`src/rtl/tsv_pkg.sv`:
```
package tsv_pkg;

  typedef enum logic [1:0] {
    TM_LINEAR = 2'd0,
    TM_X      = 2'd1,
    TM_Y      = 2'd2,
    TM_RSVD   = 2'd3
  } tile_mode_e;

  // generation thresholds that change the rule set
  localparam int GEN_NARROW_MAX = 2;  // at or below: narrow tiles, half size cap
  localparam int GEN_FENCE_END  = 4;  // from here: pitch units, free placement
  localparam int GEN_WIDE_PITCH = 7;  // from here: wide pitch limit

  localparam int NARROW_TILE_B = 128;
  localparam int WIDE_TILE_B   = 512;
  localparam int PITCH_UNIT_B  = 128;

endpackage

```
`src/rtl/tsv_pitch_rules.sv`:
```
module tsv_pitch_rules
  import tsv_pkg::*;
#(
  parameter int GEN_W          = 4,
  parameter int STRIDE_W       = 32,
  parameter int SIZE_W         = 32,
  parameter int MAX_PITCH_G4   = 1023,
  parameter int MAX_PITCH_G7   = 2047,
  parameter int OLD_STRIDE_CAP = 8192,
  parameter int MAX_SIZE_VAL   = 128
) (
  input  logic [GEN_W-1:0]    gen_i,
  input  tile_mode_e          mode_i,
  input  logic [STRIDE_W-1:0] stride_i,
  input  logic [SIZE_W-1:0]   size_i,
  input  logic [STRIDE_W-1:0] tile_w_i,
  output logic                legal_o
);

  // a stride is over the pitch limit when stride >= (limit+1) * unit
  localparam longint unsigned G4_STRIDE_LIM =
    (longint'(MAX_PITCH_G4) + 64'd1) * longint'(PITCH_UNIT_B);
  localparam longint unsigned G7_STRIDE_LIM =
    (longint'(MAX_PITCH_G7) + 64'd1) * longint'(PITCH_UNIT_B);
  localparam longint unsigned OLD_STRIDE_LIM = longint'(OLD_STRIDE_CAP);
  localparam longint unsigned G3_SIZE_LIM    = longint'(MAX_SIZE_VAL) << 20;
  localparam longint unsigned G2_SIZE_LIM    = longint'(MAX_SIZE_VAL) << 19;

  logic [63:0] stride_x;
  logic [63:0] size_x;
  logic        is_fence_end;
  logic        is_wide_pitch;
  logic        is_gen3;
  logic        limit_ok;
  logic        width_ok;
  logic        shape_ok;

  always_comb begin
    stride_x      = 64'(stride_i);
    size_x        = 64'(size_i);
    is_fence_end  = (gen_i >= GEN_W'(GEN_FENCE_END));
    is_wide_pitch = (gen_i >= GEN_W'(GEN_WIDE_PITCH));
    is_gen3       = (gen_i == GEN_W'(3));

    if (is_wide_pitch) begin
      limit_ok = (stride_x < G7_STRIDE_LIM);
    end else if (is_fence_end) begin
      limit_ok = (stride_x < G4_STRIDE_LIM);
    end else if (is_gen3) begin
      limit_ok = (stride_x <= OLD_STRIDE_LIM) && (size_x <= G3_SIZE_LIM);
    end else begin
      limit_ok = (stride_x <= OLD_STRIDE_LIM) && (size_x <= G2_SIZE_LIM);
    end

    width_ok = (stride_i >= tile_w_i);

    if (is_fence_end) begin
      shape_ok = ((stride_i & (tile_w_i - STRIDE_W'(1))) == '0);
    end else begin
      shape_ok = (stride_i != '0) &&
                 ((stride_i & (stride_i - STRIDE_W'(1))) == '0);
    end

    unique case (mode_i)
      TM_LINEAR: legal_o = 1'b1;
      TM_X,
      TM_Y:      legal_o = limit_ok && width_ok && shape_ok;
      default:   legal_o = 1'b0;
    endcase
  end

endmodule

```
`config.mk`:
```
export PLATFORM = sky130hd
export DESIGN_NAME = tsv_pitch_rules
export DESIGN_NICKNAME = d
export VERILOG_FILES = /design/src/rtl/tsv_pkg.sv /design/src/rtl/tsv_pitch_rules.sv
export SDC_FILE = /design/constraint.sdc
export NUM_CORES = 1
export LEC_CHECK = 0
export BUFFER_PORTS_ARGS = -buffer_cell sky130_fd_sc_hd__buf_4
export CORE_MARGIN = 2
export CORE_UTILIZATION = 45
export DETAILED_ROUTE_END_ITERATION = 10
export PLACE_DENSITY_LB_ADDON = 0.05
export SETUP_SLACK_MARGIN = 0.3
export SLEW_MARGIN = 25
export SYNTH_ARGS = -nofsm -noshare
export SYNTH_HDL_FRONTEND = slang
export SYNTH_SLANG_ARGS = --single-unit
```
`constraint.sdc`:
```
create_clock -name vclk -period 3.32
set_input_delay 0.664 -clock vclk [all_inputs]
set_output_delay 0.664 -clock vclk [all_outputs]
set_load 0.02 [all_outputs]
```
After elaboration in Yosys (flattened, before gate mapping)
Index checks and enable logic that the tools add are counted.
{"block": "totals", "out_inout_bits": 1, "word_cells": 30, "inputBits": 102, "ff_bits": 0}
{"block": "op_classes", "n_mux": 5, "n_eq_ne": 3, "reduce_logical": 10, "add_sub_neg": 2, "bitwise_logic": 2, "order_cmp": 8}
{"op": "AND 32 bit", "n": 2}
{"op": "logical NOT 32 bit", "n": 2}
{"op": "subtractor 32 x 1 -> 32 bit, second input constant", "n": 2}
{"op": ">= comparator 32 bit", "n": 1}
{"op": "<= comparator 32 x 14 -> 1 bit, second input constant", "n": 1}
{"op": "<= comparator 32 x 27 -> 1 bit, second input constant", "n": 1}
{"op": "<= comparator 32 x 28 -> 1 bit, second input constant", "n": 1}
{"op": "< comparator 32 x 18 -> 1 bit, second input constant", "n": 1}
{"op": "< comparator 32 x 19 -> 1 bit, second input constant", "n": 1}
{"op": "nonzero test 32 bit", "n": 1}
{"op": ">= comparator 4 x 3 -> 1 bit, second input constant", "n": 2}
{"op": "logical AND 1 bit", "n": 5}
{"op": "== test 4 x 2 -> 1 bit, second input constant", "n": 1}
{"op": "two-way mux 1 bit", "n": 4}
{"op": "== test 2 x 1 -> 1 bit, second input constant", "n": 1}
{"op": "== test 2 bit, second input constant", "n": 1}
{"op": "logical NOT 2 bit", "n": 1}
{"op": "case mux 1 bit (2 select lines)", "n": 1}
{"op": "OR reduction 2 bit", "n": 1}

Depth between registers and ports, before layout
Gate-level depths: netlist (run 1).
{"block": "logic_depth", "ltp_word": 8, "mapped_depth": 10, "depth_no_buf": 10}

Worst setup path after synthesis (run 1)
No wires, ideal clock.
{"block": "synth_path", "path_kind": "input -> output", "from": "in tile_w_i[0]", "to": "out legal_o", "path_buffers": 0, "path_stages": 10, "slack_ns": 0.082, "t_required_ns": 2.656, "t_arrival_ns": 2.574, "path_cell_list": "inv_1 ha_1 nor2b_1 nand3_4 nor4_1 mux2i_1 a2111oi_2 o2111a_1 nand4_1 nand2_1"}
{"block": "synth_via", "elab_chain_len": 6, "elab_cells_between_ends": 8, "classes_between": "1 x add/sub; 1 x order compare; 2 x mux; 1 x bitwise; 3 x reduce/logical"}
{"item": "start, declared", "line": "tsv_pitch_rules.sv:16", "source": "input logic [STRIDE_W-1:0] tile_w_i,"}
{"item": "subtractor 32 x 1 -> 32 bit", "line": "tsv_pitch_rules.sv:58", "source": "shape_ok = ((stride_i & (tile_w_i - STRIDE_W'(1))) == '0);"}
{"item": "AND 32 bit", "line": "tsv_pitch_rules.sv:58"}
{"item": "logical NOT 32 bit", "line": "tsv_pitch_rules.sv:58"}
{"item": "two-way mux 1 bit", "line": "tsv_pitch_rules.sv:57", "source": "if (is_fence_end) begin"}
{"item": "logical AND 1 bit (*)", "line": "tsv_pitch_rules.sv:67", "source": "TM_Y: legal_o = limit_ok && width_ok && shape_ok;"}
{"item": "case mux 1 bit (2 select lines) (*)", "line": "tsv_pitch_rules.sv:64", "source": "unique case (mode_i)"}
{"item": "end, declared", "line": "tsv_pitch_rules.sv:17", "source": "output logic legal_o"}
Every way passes the cells marked *; elsewhere a longest branch is shown, timed or not.

Final worst setup path (run 1)
{"block": "layout_path", "from": "in tile_w_i[24]", "to": "out legal_o"}
Same word-level chain as after synthesis.

==> results of run 1 <==
-- tightest hold or removal path, stage by stage --
cell       delay, ns
buf_4           0.12
a2111oi_2       0.07
nand4_1         0.09
nand2_2         0.07
buf_6           0.13
-- where the power goes --
| group | internal (mW) | switching, mW | total [mW] |
|---|---|---|---|
| logic | 0.216 | 0.189 | 0.406 |
| clock network | 0 | 0 | 0 |
| registers | 0 | 0 | 0 |
-- metal layers --
| metal | GRT usage | up-vias | part of all wire |
|---|---|---|---|
| li1 | - | 1641 | - |
| met1 | 0.3318 | 1601 | 0.39 |
| met2 | 0.6077 | 147 | 0.53 |
| met3 | 0.01190 | 31 | 0.052 |
| met4 | 0.06433 | 0 | 0.030 |
| met5 | 0 | - | 0 |
-- worst max path at each step --
stage	endpoint	slack, ns	cells after the start
2_1_floorplan	legal_o	0.16	7
3_3_place_gp	legal_o	-0.17	10
3_5_place_dp	legal_o	-0.24	11
4_1_cts	legal_o	-0.13	11
5_1_grt	legal_o	-0.31	9
6_report	legal_o	-0.21	9
-- cell families (layout without fill, tap and decap cells) --
family | count (synthesis) | in the layout | share of synthesized area
compound gates | 83 | 83 | 0.2691
xor+xnor | 21 | 21 | 0.07976
fa+ha+maj | 38 | 38 | 0.2040
buf+inv | 40 | 235 | 0.06565
mux | 4 | 4 | 0.01736
simple gates | 136 | 136 | 0.3641
-- Yosys cell counts (2+ instances only) --
master / count
o41ai_1: 3
xnor2_1: 20
nor4_2: 7
nor3b_1: 2
a21boi_0: 2
o211ai_1: 3
a21o_1: 6
o22ai_1: 4
a2111oi_2: 3
and4_1: 4
o41a_1: 2
nand3_1: 10
o21ai_0: 15
a22oi_1: 3
a211oi_1: 5
or3_1: 2
nor3_2: 3
nand4_1: 9
nor3_1: 9
nand3_4: 2
mux2i_1: 4
inv_1: 39
nor4_4: 2
maj3_1: 2
a32oi_1: 3
o31ai_1: 3
nor4_1: 19
a2111oi_0: 3
ha_1: 36
o311ai_0: 2
or4_1: 2
nor2_1: 19
a21oi_1: 15
nand2_1: 32
and3_2: 2
nand2b_1: 2
a22o_1: 4
-- per-stage QoR --
step	cells	worst slack [ns]	hold WS, ns
detailed placement	582	-0.2431	1.826
global route	587	-0.3126	1.830
CTS	583	-0.1298	1.800
floorplan	322	0.1590	1.533
global placement	582	-0.1742	1.831
finish	587	-0.2071	1.805
-- cell usage in the layout, fill, tap and decap left out, drive strengths merged, types with 4 or more instances in the layout --
cell / Yosys / routed
a22o: 4 / 4
xnor2: 20 / 20
a2111oi: 7 / 7
nor2: 19 / 19
a21oi: 15 / 15
nand4: 10 / 10
nand2: 33 / 33
nor3: 12 / 12
o21ai: 15 / 15
o22ai: 4 / 4
ha: 36 / 36
and4: 4 / 4
nand3: 12 / 12
inv: 39 / 39
mux2i: 4 / 4
a211oi: 5 / 5
nor4: 28 / 28
buf: 1 / 195
a21o: 6 / 6
-- layout make-up --
type | count | area [sq um] | area share
multi-input combinational | 282 | 2292 | 0.5689
timing repair buffer | 196 | 1503 | 0.3730
inverter | 39 | 146.4 | 0.03634
tap | 70 | 87.58 | 0.02174
-- timing repair --
item | CTS | global route
pin swaps | 5 | 6
endpoints found under the hold margin | 0 | 0
gates resized for setup | 14 | 10
endpoints found under the setup margin | 1 | 1
buffers inserted | 1 | 4
==> run metrics, run 1 <==
routability cong.=0.9791; status=finished with violations; Design Power=405.8 uW; total wire length=9212 um; global-route usage over all layers=0.2967; top cell type's share of synthesized area=0.1953; dpl cell area=3836 sq um; Via density=5.826; Rel. slew slack=0.6802; Critical path buffers and inverters=2; seq_cells=0; Hold Path Sink=legal_o; CP endpoint kind=output port; vias in the first global route=3111; CP dominant cell by count=or4_4; Distinct cells, synth=56; Max Slew Vio Count=0; Highest Clock Rate=283.5 MHz; Seq/Total Area, Yosys=0; critical path startpoint category=input port; Core Rows=26; antenna-violating nets left=0; clock buffer count=0; Syn Inst Count=322; DR vias=3420; Setup CP Type=input port to output port; post-route setup slack=-0.2071 ns; DR WL/cell=15.69 um; RSZ-0062 raised after global routing=yes; Hold Startpoint=stride_i[31]; Max VDD drop=0.06702 mV; IO buf count=103; synth top area cells=ha_1 20%, xnor2_1 7.6%, inv_1 6.3%, nand2_1 5.2%, nor4_1 5.2%; synth warn=0; Fin. Hold Viols=0; register area=0 sq um; initial antenna violation count=0; Slowest Stage Delay on Critical Path=0.52 ns; PD cells=100.7 nW/um^2; core box area=5010 sq um; cell area after synthesis=2306 sq um; final core utilization=0.8042; DRT Pass-1 Iters=5; global-route wire length before repair=13500 um; die height=75.59 um; Worst EP required=2.66 ns; Starting Density=0.4603; worst path cell trace=buf_4 -> or4_4 -> or4_4 -> nand3b_1 -> xnor2_1 -> a2111oi_2 -> nand4_1 -> nand2_2 -> buf_6; failing checks=setup timing; Hold Crit Class=input port to output port; DP HPWL=7387 um; # hold bufs at CTS=0; data arrival time of the worst path=2.86 ns; Die ar.=5713 sq um; Max Cap Viol=0; crit-path max FO=3; # nets final=657; final setup violation count=1; Layout fillers=378; hold path cells=5; post-synth top area cell=ha_1; slowest library cell on the worst path=or4_4; Synth Net Count=460; die width=75.59 um; number of diodes=0; static leakage=1.937 nW; largest net degree at the start of global routing=12; syn_area_per_cell=7.161 sq um; worst slew pin tran=0.4735 ns; fin crit share=1.062; proportion of layout cells with a drive suffix above 1=0.4468; DR DRC count=0; # IOs=103; iteration-0 DRC count of the detailed router=169; global route total overflow=0; synthesis-to-layout area growth=74.71%; Setup TNS=-0.2071 ns; Crit. Startpoint=tile_w_i[24]; delay-heaviest family, CP=simple AND/OR/NAND/NOR gates; Design Area, Final=4029 sq um; Tmin final=3.527 ns
No activity file was read; power rests on OpenSTA's default activity.
==> run 2, diff against run 1 <==
--- a/config.mk
+++ b/config.mk
@@ -7,7 +7,7 @@
 export LEC_CHECK = 0
 export BUFFER_PORTS_ARGS = -buffer_cell sky130_fd_sc_hd__buf_4
 export CORE_MARGIN = 2
-export CORE_UTILIZATION = 45
+export CORE_UTILIZATION = 51
 export DETAILED_ROUTE_END_ITERATION = 10
 export PLACE_DENSITY_LB_ADDON = 0.05
 export SETUP_SLACK_MARGIN = 0.3
==> run metrics, run 2 (same netlist as run 1, synthesis figures left out) <==
status=finished with violations; failing checks=DRC, setup timing; final setup violation count=1; routability cong.=0.9446; RSZ-0062 raised after global routing=yes; commonest non-fill, non-tap cell in the layout=buf_4; IO buf count=103; global route total overflow=0; core box area=4354 sq um; Tmin final=3.662 ns; final core utilization=0.9138; global-route usage over all layers=0.3441; die height=71.24 um; PD cells=111.9 nW/um^2; worst path cell trace=buf_4 -> buf_4 -> nor4_1 -> nand4_1 -> nor3_1 -> o21ai_0 -> a2111oi_1 -> and3_1 -> a32oi_1 -> nand2_2 -> buf_6; crit-path max FO=5; area of the multi-input gates=2362 sq um; register area=0 sq um; CP endpoint kind=output port; # nets final=645; global-route wire length before repair=14630 um; Max Cap Viol=0; Rel. slew slack=0.6551; Die ar.=5075 sq um; DP HPWL=7357 um; DR DRC count=1; data arrival time of the worst path=3.00 ns; Non-Filler Instances=557; proportion of layout cells with a drive suffix above 1=0.4574; CP dominant cell by count=buf_4; Highest Clock Rate=273.1 MHz; vias in the first global route=3398; static leakage=1.858 nW; DR WL/cell=20.53 um; number of diodes=0; iteration-0 DRC count of the detailed router=550; Fin. Hold Viols=0; post-route setup slack=-0.3422 ns; Design Area, Final=3979 sq um; Max Slew Vio Count=0; die width=71.24 um; clock buffer count=0; total wire length=11430 um; DRT Pass-1 Iters=11; largest net degree at the start of global routing=16; # IOs=103; Layout fillers=197; critical path startpoint category=input port; worst slew pin tran=0.5151 ns; seq_cells=0; most frequent cells in the layout=180 x buf_4, 38 x inv_1, 35 x ha_1; antenna-violating nets left=0; Starting Density=0.5296; Max VDD drop=0.08291 mV; Via density=6.763; slowest library cell on the worst path=nor4_1; initial antenna violation count=0; Slowest Stage Delay on Critical Path=0.45 ns; Setup CP Type=input port to output port; Core Rows=24; fin crit share=1.103; dpl cell area=3739 sq um; placed cells=554; synthesis-to-layout area growth=72.54%; Hold Crit Class=input port to output port; hold path cells=5; Design Power=445.1 uW; Worst EP required=2.66 ns; DR vias=3767
-- run 2: power by group --
| group | total (mW) | internal, mW | switching (mW) | leakage (nW) |
|---|---|---|---|---|
| Sequential | 0 | 0 | 0 | 0 |
| Combinational | 0.445 | 0.221 | 0.224 | 1.86 |
| Clock | 0 | 0 | 0 | 0 |
| Total | 0.445 | 0.221 | 0.224 | 1.86 |
-- run 2: worst max-delay path, delay by kind of cell --
kind | cells | cell delay [ns]
buffers and inverters | 3 | 0.38
AOI/OAI and AO/OA | 3 | 0.64
and+or+nand+nor | 5 | 1.31
-- run 2: final timing paths --
path / start / endpoint
max: stride_i[21] / legal_o
min: stride_i[31] / legal_o
-- run 2: timing repair --
action,in CTS,in global routing
hold endpoints to repair,0,0
hold buffers,0,0
setup endpoints to repair,1,1
pin swaps,1,15
setup buffers,2,1
resized for setup,6,34
-- run 2: cell type report --
class                      count  share of cell area
multi-input combinational    282              0.5937
timing repair buffer         184              0.3531
inverter                      39             0.03679
tap                           52             0.01635
-- run 2: stage by stage --
stage	worst slack, ns	hold WS [ns]	TNS (ns)
3_3_place_gp	-0.1413	1.834	-0.1413
3_5_place_dp	-0.2463	1.826	-0.2463
6_report	-0.3422	1.827	-0.3422
4_1_cts	-0.1553	1.814	-0.1553
2_1_floorplan	0.1590	1.533	0
5_1_grt	-0.3417	1.834	-0.3417
-- run 2: routing by layer --
metal,wire (um),up-vias,global-route usage
li1,-,1621,-
met1,3921,1689,0.3838
met2,5706,338,0.6646
met3,917,119,0.02672
met4,888,0,0.1384
met5,0,-,0
==> run 3, diff against run 2 <==
--- a/config.mk
+++ b/config.mk
@@ -9,7 +9,9 @@
 export CORE_MARGIN = 2
 export CORE_UTILIZATION = 51
 export DETAILED_ROUTE_END_ITERATION = 10
+export MAX_ROUTING_LAYER = met4
 export PLACE_DENSITY_LB_ADDON = 0.05
+export RECOVER_POWER = 100
 export SETUP_SLACK_MARGIN = 0.3
 export SLEW_MARGIN = 25
 export SYNTH_ARGS = -nofsm -noshare
==> constraint.sdc (replaced) <==
create_clock -name vclk -period 3.61
set_input_delay 0.722 -clock vclk [all_inputs]
set_output_delay 0.722 -clock vclk [all_outputs]
set_load 0.02 [all_outputs]
==> run metrics, run 3 (same netlist as run 1, synthesis figures left out) <==
status=finished with violations; failing checks=setup timing; Critical path buffers and inverters=2; Starting Density=0.5296; static leakage=1.563 nW; Worst EP required=2.89 ns; fin crit share=1.003; Setup TNS=-0.01202 ns; largest net degree at the start of global routing=13; # nets final=596; worst path cell trace=buf_4 -> or4_4 -> or4_4 -> nand3b_1 -> xnor2_1 -> a2111oi_2 -> nand4_1 -> nand2_2 -> buf_4; data arrival time of the worst path=2.90 ns; Slowest Stage Delay on Critical Path=0.54 ns; total wire length=7811 um; Design Area, Final=3445 sq um; RSZ-0062 raised after global routing=yes; post-route setup slack=-0.01202 ns; Hold Crit Class=input port to output port; Max VDD drop=0.05668 mV; Fin. Hold Viols=0; Max Cap Viol=0; dpl cell area=3393 sq um; Highest Clock Rate=276.1 MHz; DR WL/cell=15.38 um; Setup CP Type=input port to output port; initial antenna violation count=0; routability cong.=0.9134; Tmin final=3.622 ns; Rel. slew slack=0.6614; most frequent cells in the layout=134 x buf_4, 39 x inv_1, 36 x ha_1; DP HPWL=6788 um; die height=71.24 um; Max Slew Vio Count=0; vias in the first global route=3144; Via density=6.026; pre-CTS setup slack=-0.06178 ns; global-route wire length before repair=13380 um; IO buf count=103; DR vias=3061; final setup violation count=1; register area=0 sq um; DR DRC count=0; worst slew pin tran=0.5014 ns; global-route usage over all layers=0.3186; die width=71.24 um; core box area=4354 sq um; global route total overflow=0; slowest library cell on the worst path=or4_4; crit-path max FO=4; iteration-0 DRC count of the detailed router=144; # IOs=103; delay-heaviest family, CP=simple AND/OR/NAND/NOR gates; synthesis-to-layout area growth=49.38%; seq_cells=0; critical path startpoint category=input port; CP endpoint kind=output port; Die ar.=5075 sq um; antenna-violating nets left=0; PD cells=93.56 nW/um^2; commonest non-fill, non-tap cell in the layout=buf_4; number of diodes=0; Core Rows=24; clock buffer count=0; DRT Pass-1 Iters=4; proportion of layout cells with a drive suffix above 1=0.3596
run 3: cell count changes in the layout (fill, tap and decap cells not counted), sizes merged:
| cell | change |
|---|---|
| buf | -49 |
run 3: what timing repair did:
| action | in CTS | in global routing |
|---|---|---|
| resized for setup | 3 | 4 |
| setup buffers | 1 | 0 |
| hold buffers | 0 | 0 |
| endpoints found under the setup margin | 1 | 1 |
| pin swaps | 1 | 0 |
run 3: layout make-up:
class	instances	area [sq um]
fill	366	909.6
tap	52	65.06
multi-input combinational	282	2207
timing repair buffer	135	1026
inverter	39	146.4
run 3: final timing paths:
| path | start | cells past startpoint | endpoint | slack [ns] |
|---|---|---|---|---|
| worst max-delay path | tile_w_i[23] | 9 | legal_o | -0.01 |
| worst min-delay path | stride_i[31] | 5 | legal_o | 1.95 |
run 3: metal layers:
metal,vias to the layer above,routed length [um],global-route usage
met5,-,0,-
li1,1518,-,-
met1,1415,3170,0.3701
met4,0,191,0.09644
met3,23,401,0.02110
met2,105,4047,0.5833
run 3: power by group:
| group | internal (mW) | switching, mW |
|---|---|---|
| sequential | 0 | 0 |
| combinational | 0.164 | 0.158 |
| clock | 0 | 0 |
run 3: through the flow:
step                hold slack, ns    util  instances  power [mW]
floorplan                    1.649       -        322      0.1323
CTS                          1.941  0.7839        508      0.3167
finish                       1.945  0.7911        508      0.3223
detailed placement           1.938  0.7793        507      0.3146
global route                 1.969  0.7911        508      0.3570
global placement             1.934  0.7793        507      0.3042
